--- src/rtl/fda_pkg.sv ---
package fda_pkg;

    localparam int PH_W       = 10;
    localparam int HIST_DEPTH = 16;
    localparam int PTR_W      = $clog2(HIST_DEPTH);
    localparam int SH_W       = 3;
    localparam int WT_W       = 8;
    localparam int AFC_W      = PH_W + WT_W;

    typedef logic signed [PH_W-1:0]  phase_t;
    typedef logic        [PTR_W-1:0] ptr_t;
    typedef logic        [SH_W-1:0]  shift_t;
    typedef logic signed [WT_W-1:0]  weight_t;
    typedef logic signed [AFC_W-1:0] afc_t;

    typedef struct packed {
        phase_t disc;
        phase_t ferr;
        afc_t   afc;
    } fda_result_t;

    // Entry holding the sample (sel+1) writes before the one at wptr.
    function automatic ptr_t tap_ptr(ptr_t wptr, ptr_t sel);
        ptr_t r;
        r = wptr - sel - ptr_t'(1);
        return r;
    endfunction

endpackage

--- src/rtl/fda_phase_history.sv ---
module fda_phase_history
    import fda_pkg::*;
(
    input  logic   clk,
    input  logic   rst,
    input  logic   wr_en,
    input  phase_t wr_data,
    input  ptr_t   sel,
    output phase_t past
);

    phase_t mem [HIST_DEPTH];
    ptr_t   wptr;

    always_ff @(posedge clk) begin
        if (rst) begin
            wptr <= '0;
            for (int i = 0; i < HIST_DEPTH; i++) begin
                mem[i] <= '0;
            end
        end else if (wr_en) begin
            mem[wptr] <= wr_data;
            wptr      <= wptr + ptr_t'(1);
        end
    end

    // Read precedes the write on the same edge, so a gap equal to the
    // full depth returns the entry about to be overwritten.
    assign past = mem[tap_ptr(wptr, sel)];

endmodule

--- src/rtl/fda_err_path.sv ---
module fda_err_path
    import fda_pkg::*;
(
    input  phase_t cur,
    input  phase_t past,
    input  phase_t offset,
    input  shift_t shift,
    output phase_t disc,
    output phase_t ferr
);

    phase_t biased;

    always_comb begin
        disc   = cur - past;
        biased = disc + offset;
        ferr   = biased >>> shift;
    end

endmodule

--- src/rtl/fda_afc_scale.sv ---
module fda_afc_scale
    import fda_pkg::*;
(
    input  phase_t  ferr,
    input  weight_t weight,
    input  logic    null_en,
    output afc_t    afc
);

    afc_t prod;

    always_comb begin
        prod = ferr * weight;
        afc  = null_en ? '0 : prod;
    end

endmodule

--- src/rtl/freq_disc_afc.sv ---
module freq_disc_afc
    import fda_pkg::*;
(
    input  logic                   clk,
    input  logic                   rst,
    input  logic signed [PH_W-1:0] phase_in,
    input  logic                   phase_vld,
    input  logic [PTR_W-1:0]       gap_sel,
    input  logic signed [PH_W-1:0] ferr_offset,
    input  logic [SH_W-1:0]        ferr_shift,
    input  logic signed [WT_W-1:0] afc_weight,
    input  logic                   afc_null,
    output logic                   out_valid,
    output logic signed [PH_W-1:0] disc_out,
    output logic signed [PH_W-1:0] ferr_out,
    output logic signed [AFC_W-1:0] afc_out
);

    phase_t      past;
    fda_result_t nxt;
    fda_result_t res_q;

    fda_phase_history u_hist (
        .clk     (clk),
        .rst     (rst),
        .wr_en   (phase_vld),
        .wr_data (phase_in),
        .sel     (gap_sel),
        .past    (past)
    );

    fda_err_path u_err (
        .cur    (phase_in),
        .past   (past),
        .offset (ferr_offset),
        .shift  (ferr_shift),
        .disc   (nxt.disc),
        .ferr   (nxt.ferr)
    );

    fda_afc_scale u_afc (
        .ferr    (nxt.ferr),
        .weight  (afc_weight),
        .null_en (afc_null),
        .afc     (nxt.afc)
    );

    always_ff @(posedge clk) begin
        if (rst) begin
            res_q     <= '0;
            out_valid <= 1'b0;
        end else begin
            out_valid <= phase_vld;
            if (phase_vld) begin
                res_q <= nxt;
            end
        end
    end

    assign disc_out = res_q.disc;
    assign ferr_out = res_q.ferr;
    assign afc_out  = res_q.afc;

endmodule

--- config.mk ---
export PLATFORM = sky130hd
export DESIGN_NAME = freq_disc_afc
export DESIGN_NICKNAME = d
export VERILOG_FILES = /design/src/rtl/fda_pkg.sv /design/src/rtl/fda_phase_history.sv /design/src/rtl/fda_err_path.sv /design/src/rtl/fda_afc_scale.sv /design/src/rtl/freq_disc_afc.sv
export SDC_FILE = /design/constraint.sdc
export NUM_CORES = 1
export LEC_CHECK = 0
export ABC_AREA = 1
export ABC_CLOCK_PERIOD_IN_PS = 10450
export BUFFER_PORTS_ARGS = -buffer_cell sky130_fd_sc_hd__buf_2
export CAP_MARGIN = 5
export CORE_MARGIN = 5
export CORE_UTILIZATION = 50
export DETAILED_ROUTE_END_ITERATION = 7
export GPL_TIMING_DRIVEN = 0
export PLACE_DENSITY_LB_ADDON = 0.12
export SLEW_MARGIN = 20
export SYNTH_ARGS = -nofsm -noshare
export SYNTH_HDL_FRONTEND = slang
export SYNTH_SLANG_ARGS = --single-unit
--- constraint.sdc ---
create_clock -name clk -period 10.45 [get_ports clk]
set_input_delay 1.045 -clock clk [delete_from_list [all_inputs] [get_ports clk]]
set_output_delay 1.045 -clock clk [all_outputs]
set_load 0.05 [all_outputs]
==> metrics.md <==
| Metric | Value |
|---|---|
| CTS Hold Bufs | 0 |
| Setup ws final | 406 ps |
| IO Pins | 78 |
| Placed Instance Area | 13700 um2 |
| Setup TNS | 0 ps |
| Register area | 5670 um2 |
| Yosys reg bits | 203 |
| DRT iter0 DRCs | 1039 |
| DR pass1 iterations | 5 |
| Synthesized instance count | 1481 |
| Hold depth | 2 |
| Number of synthesized flops with an enable pin | 160 |
| Ys flop type | edfxtp_1 |
| Largest family of logic cells by synthesized area | simple AND/OR/NAND/NOR gates |
| Critical-path top delay cell | fa_1 |
| Post-Synth Simple-Gate Area | 19.4% |
| Drt wl/cell | 18.1 um |
| Clock root cell | clkbuf_16 |
| Unrepaired setup endpoints after global routing | true |
| Largest net degree at the start of global routing | 14 |
| Max Cap Violations | 0 |
| Post-synthesis sequential area ratio | 43.9% |
| TritonCTS Buffers | 25 |
| Initial Util | 51.0% |
| Worst R2R Path Depth | 48 |
| Max Clock Freq | 99.6 MHz |
| Die area | 29100 um2 |
| Post-Route Utilization | 58.0% |
| Residual overflow from global routing | 0 |
| First-pass GRT wire length | 55100 um |
| Site Rows | 58 |
| Post-route cell area | 14700 um2 |
| CTS sink count | 203 |
| Largest stage delay, worst path | 540 ps |
| Die span in y | 171 um |
| CTS max path bufs | 3 |
| Pre-CTS setup slack | -1440 ps |
| Hold Crit Class | reg -> reg |
| Final period utilization | 96.1% |
| Critical path type | in -> reg |
| CTS tree | yes |
| Asr flop ratio synth | 0% |
| Startpoint types | input port |
| Final Hold Viols | 0 |
| Fill count | 2240 |
| WP data arrival | 10440 ps |
| DRT Wirelength | 35000 um |
| Antenna fix cells | 0 |
| Most frequent cells in the layout | nor2_1 (287), nand2_1 (246), inv_1 (186), edfxtp_1 (160), a21oi_1 (91) |
| Worst-margin pin slew | 960 ps |
| Mux cell area share after synthesis | 0% |
| Crit path time final | 10040 ps |
| Multi-input gate area | 6320 um2 |
| CP most frequent cell | inv_1 |
| Status | finished, final reports clean |
| Share of post-route cells with drive strength above 1 | 11.1% |
| Synth Area in Compound Gates | 10.6% |
| H-Tree Depth | 1 |
| Post-synthesis average cell area | 8.72 um2 |
| Initial antenna violation count | 1 |
| Detailed-placement wirelength estimate | 26600 um |
| Nets@finish | 1758 |
| Relative slew slack | 35.8% |
| Setup Skew | 12.3 ps |
| Worst skew pair latency | 530 ps |
| Via count | 10500 |
| Finish-stage setup viols | 0 |
| Crit end category | register |
| Total track usage | 24.1% |
| Synth Area in XOR/XNOR | 1.69% |
| DRC | 0 |
| Synth Net Count | 1649 |
| Most common cell after layout, fill and taps aside | nor2_1 |
| Mapped Area | 12900 um2 |
| Area Growth Syn to Fin | 13.7% |
| Die extent in x | 171 um |
| Number of nets still failing antenna checks after routing | 0 |
| Yosys cell types | 44 |
| Vias per cell | 5.41 |
| Yosys warnings | 0 |
| Max-slew violations | 0 |
| Core ar. | 25300 um2 |
| Number of global-route vias before repair | 10400 |
| Adder-Cell Fraction of Synth Area | 16.6% |
| Clock-pin slew of the registers on the worst-case setup and hold paths | 60 ps |
| Crit Path Max Fanout | 10 |
| Placer Congestion | 0.888 |
| Port bufs | 74 |
| Required @ worst endpoint | 10850 ps |
worst max-delay path: cells and delay by family:
family	cells	cell delay, ps
xor+xnor	2	500
buf+inv	13	1120
fa+ha+maj	10	3970
simple gates	10	1620
compound gates	15	2170
through the flow:
stage                     instances  hold slack [ps]
after floorplan                1481              525
final                          1938              462
after global routing           1938              489
after detailed placement       1885              453
after global placement         1885              451
after CTS                      1933              463
cell type report:
cell class	count	area share, %
Buffer	71	2.16
Clock buffer	29	4.36
Clock inverter	16	0.997
Inverter	196	5.03
Multi-Input combinational cell	1010	43.1
Sequential cell	203	38.6
Tap cell	330	2.81
Timing Repair Buffer	83	2.98
worst paths after layout:
check                               startpoint     endpoint  slack (ps)
worst min-delay path               afc_out[13]  afc_out[13]         460
worst min register to register     afc_out[13]  afc_out[13]         460
worst max-delay path                gap_sel[0]  afc_out[15]         410
worst max register to register  u_hist.wptr[0]  afc_out[15]         670
cells in the mapped netlist (4+ instances only):
master,number,share of area (%)
a22oi_1,5,0.29
nand2_1,247,7.2
xnor2_1,9,0.61
a31oi_1,4,0.19
fa_1,70,11
nor2_1,288,8.4
nand3_2,6,0.47
xor2_1,14,0.95
inv_1,187,5.4
and2_1,6,0.29
buf_2,4,0.16
clkbuf_1,63,1.8
dfxtp_1,43,6.7
clkinv_1,4,0.12
ha_1,59,5.7
o21ai_0,82,3.2
nor4_1,4,0.19
nand3_1,47,1.8
a211oi_1,4,0.23
o22ai_1,20,0.97
a32o_1,11,0.85
a21oi_1,91,3.5
buf_1,4,0.12
nor3_1,6,0.23
inv_2,5,0.15
o21bai_1,4,0.23
o211ai_1,6,0.35
nand2_2,7,0.34
edfxtp_1,160,37
sequential cells by signal, indices dropped and copies added (netlist names):
register / count
u_hist.wptr: 4
ferr_out: 10
out_valid: 1
u_hist.mem: 160
disc_out: 10
afc_out: 18
layer usage:
metal  GRT usage (%)  vias to the layer above  wire [um]
li1                -                     5042          -
met1            33.8                     4965      15400
met2            39.2                      422      16300
met3            4.55                       57       2710
met4            5.94                        2        671
met5               0                        -          7
repair_timing:
item                                    4_1_cts  5_1_grt
endpoints found under the setup margin       10        8
pin swaps                                     2        5
gates resized for setup                       9       53
buffers inserted                              3        6
cell families (layout without fill, tap and decap cells):
group,count (synthesis),count (layout)
xor gates and xnor gates,24,24
AOI/OAI and AO/OA,239,239
adders and majority gates,129,129
and+or+nand+nor,618,618
buffers and inverters,268,395
DFF,203,203
Power is left out: the tool's default activity adds up to more than one toggle a clock period on the data nets, which glitch-free logic cannot reach.
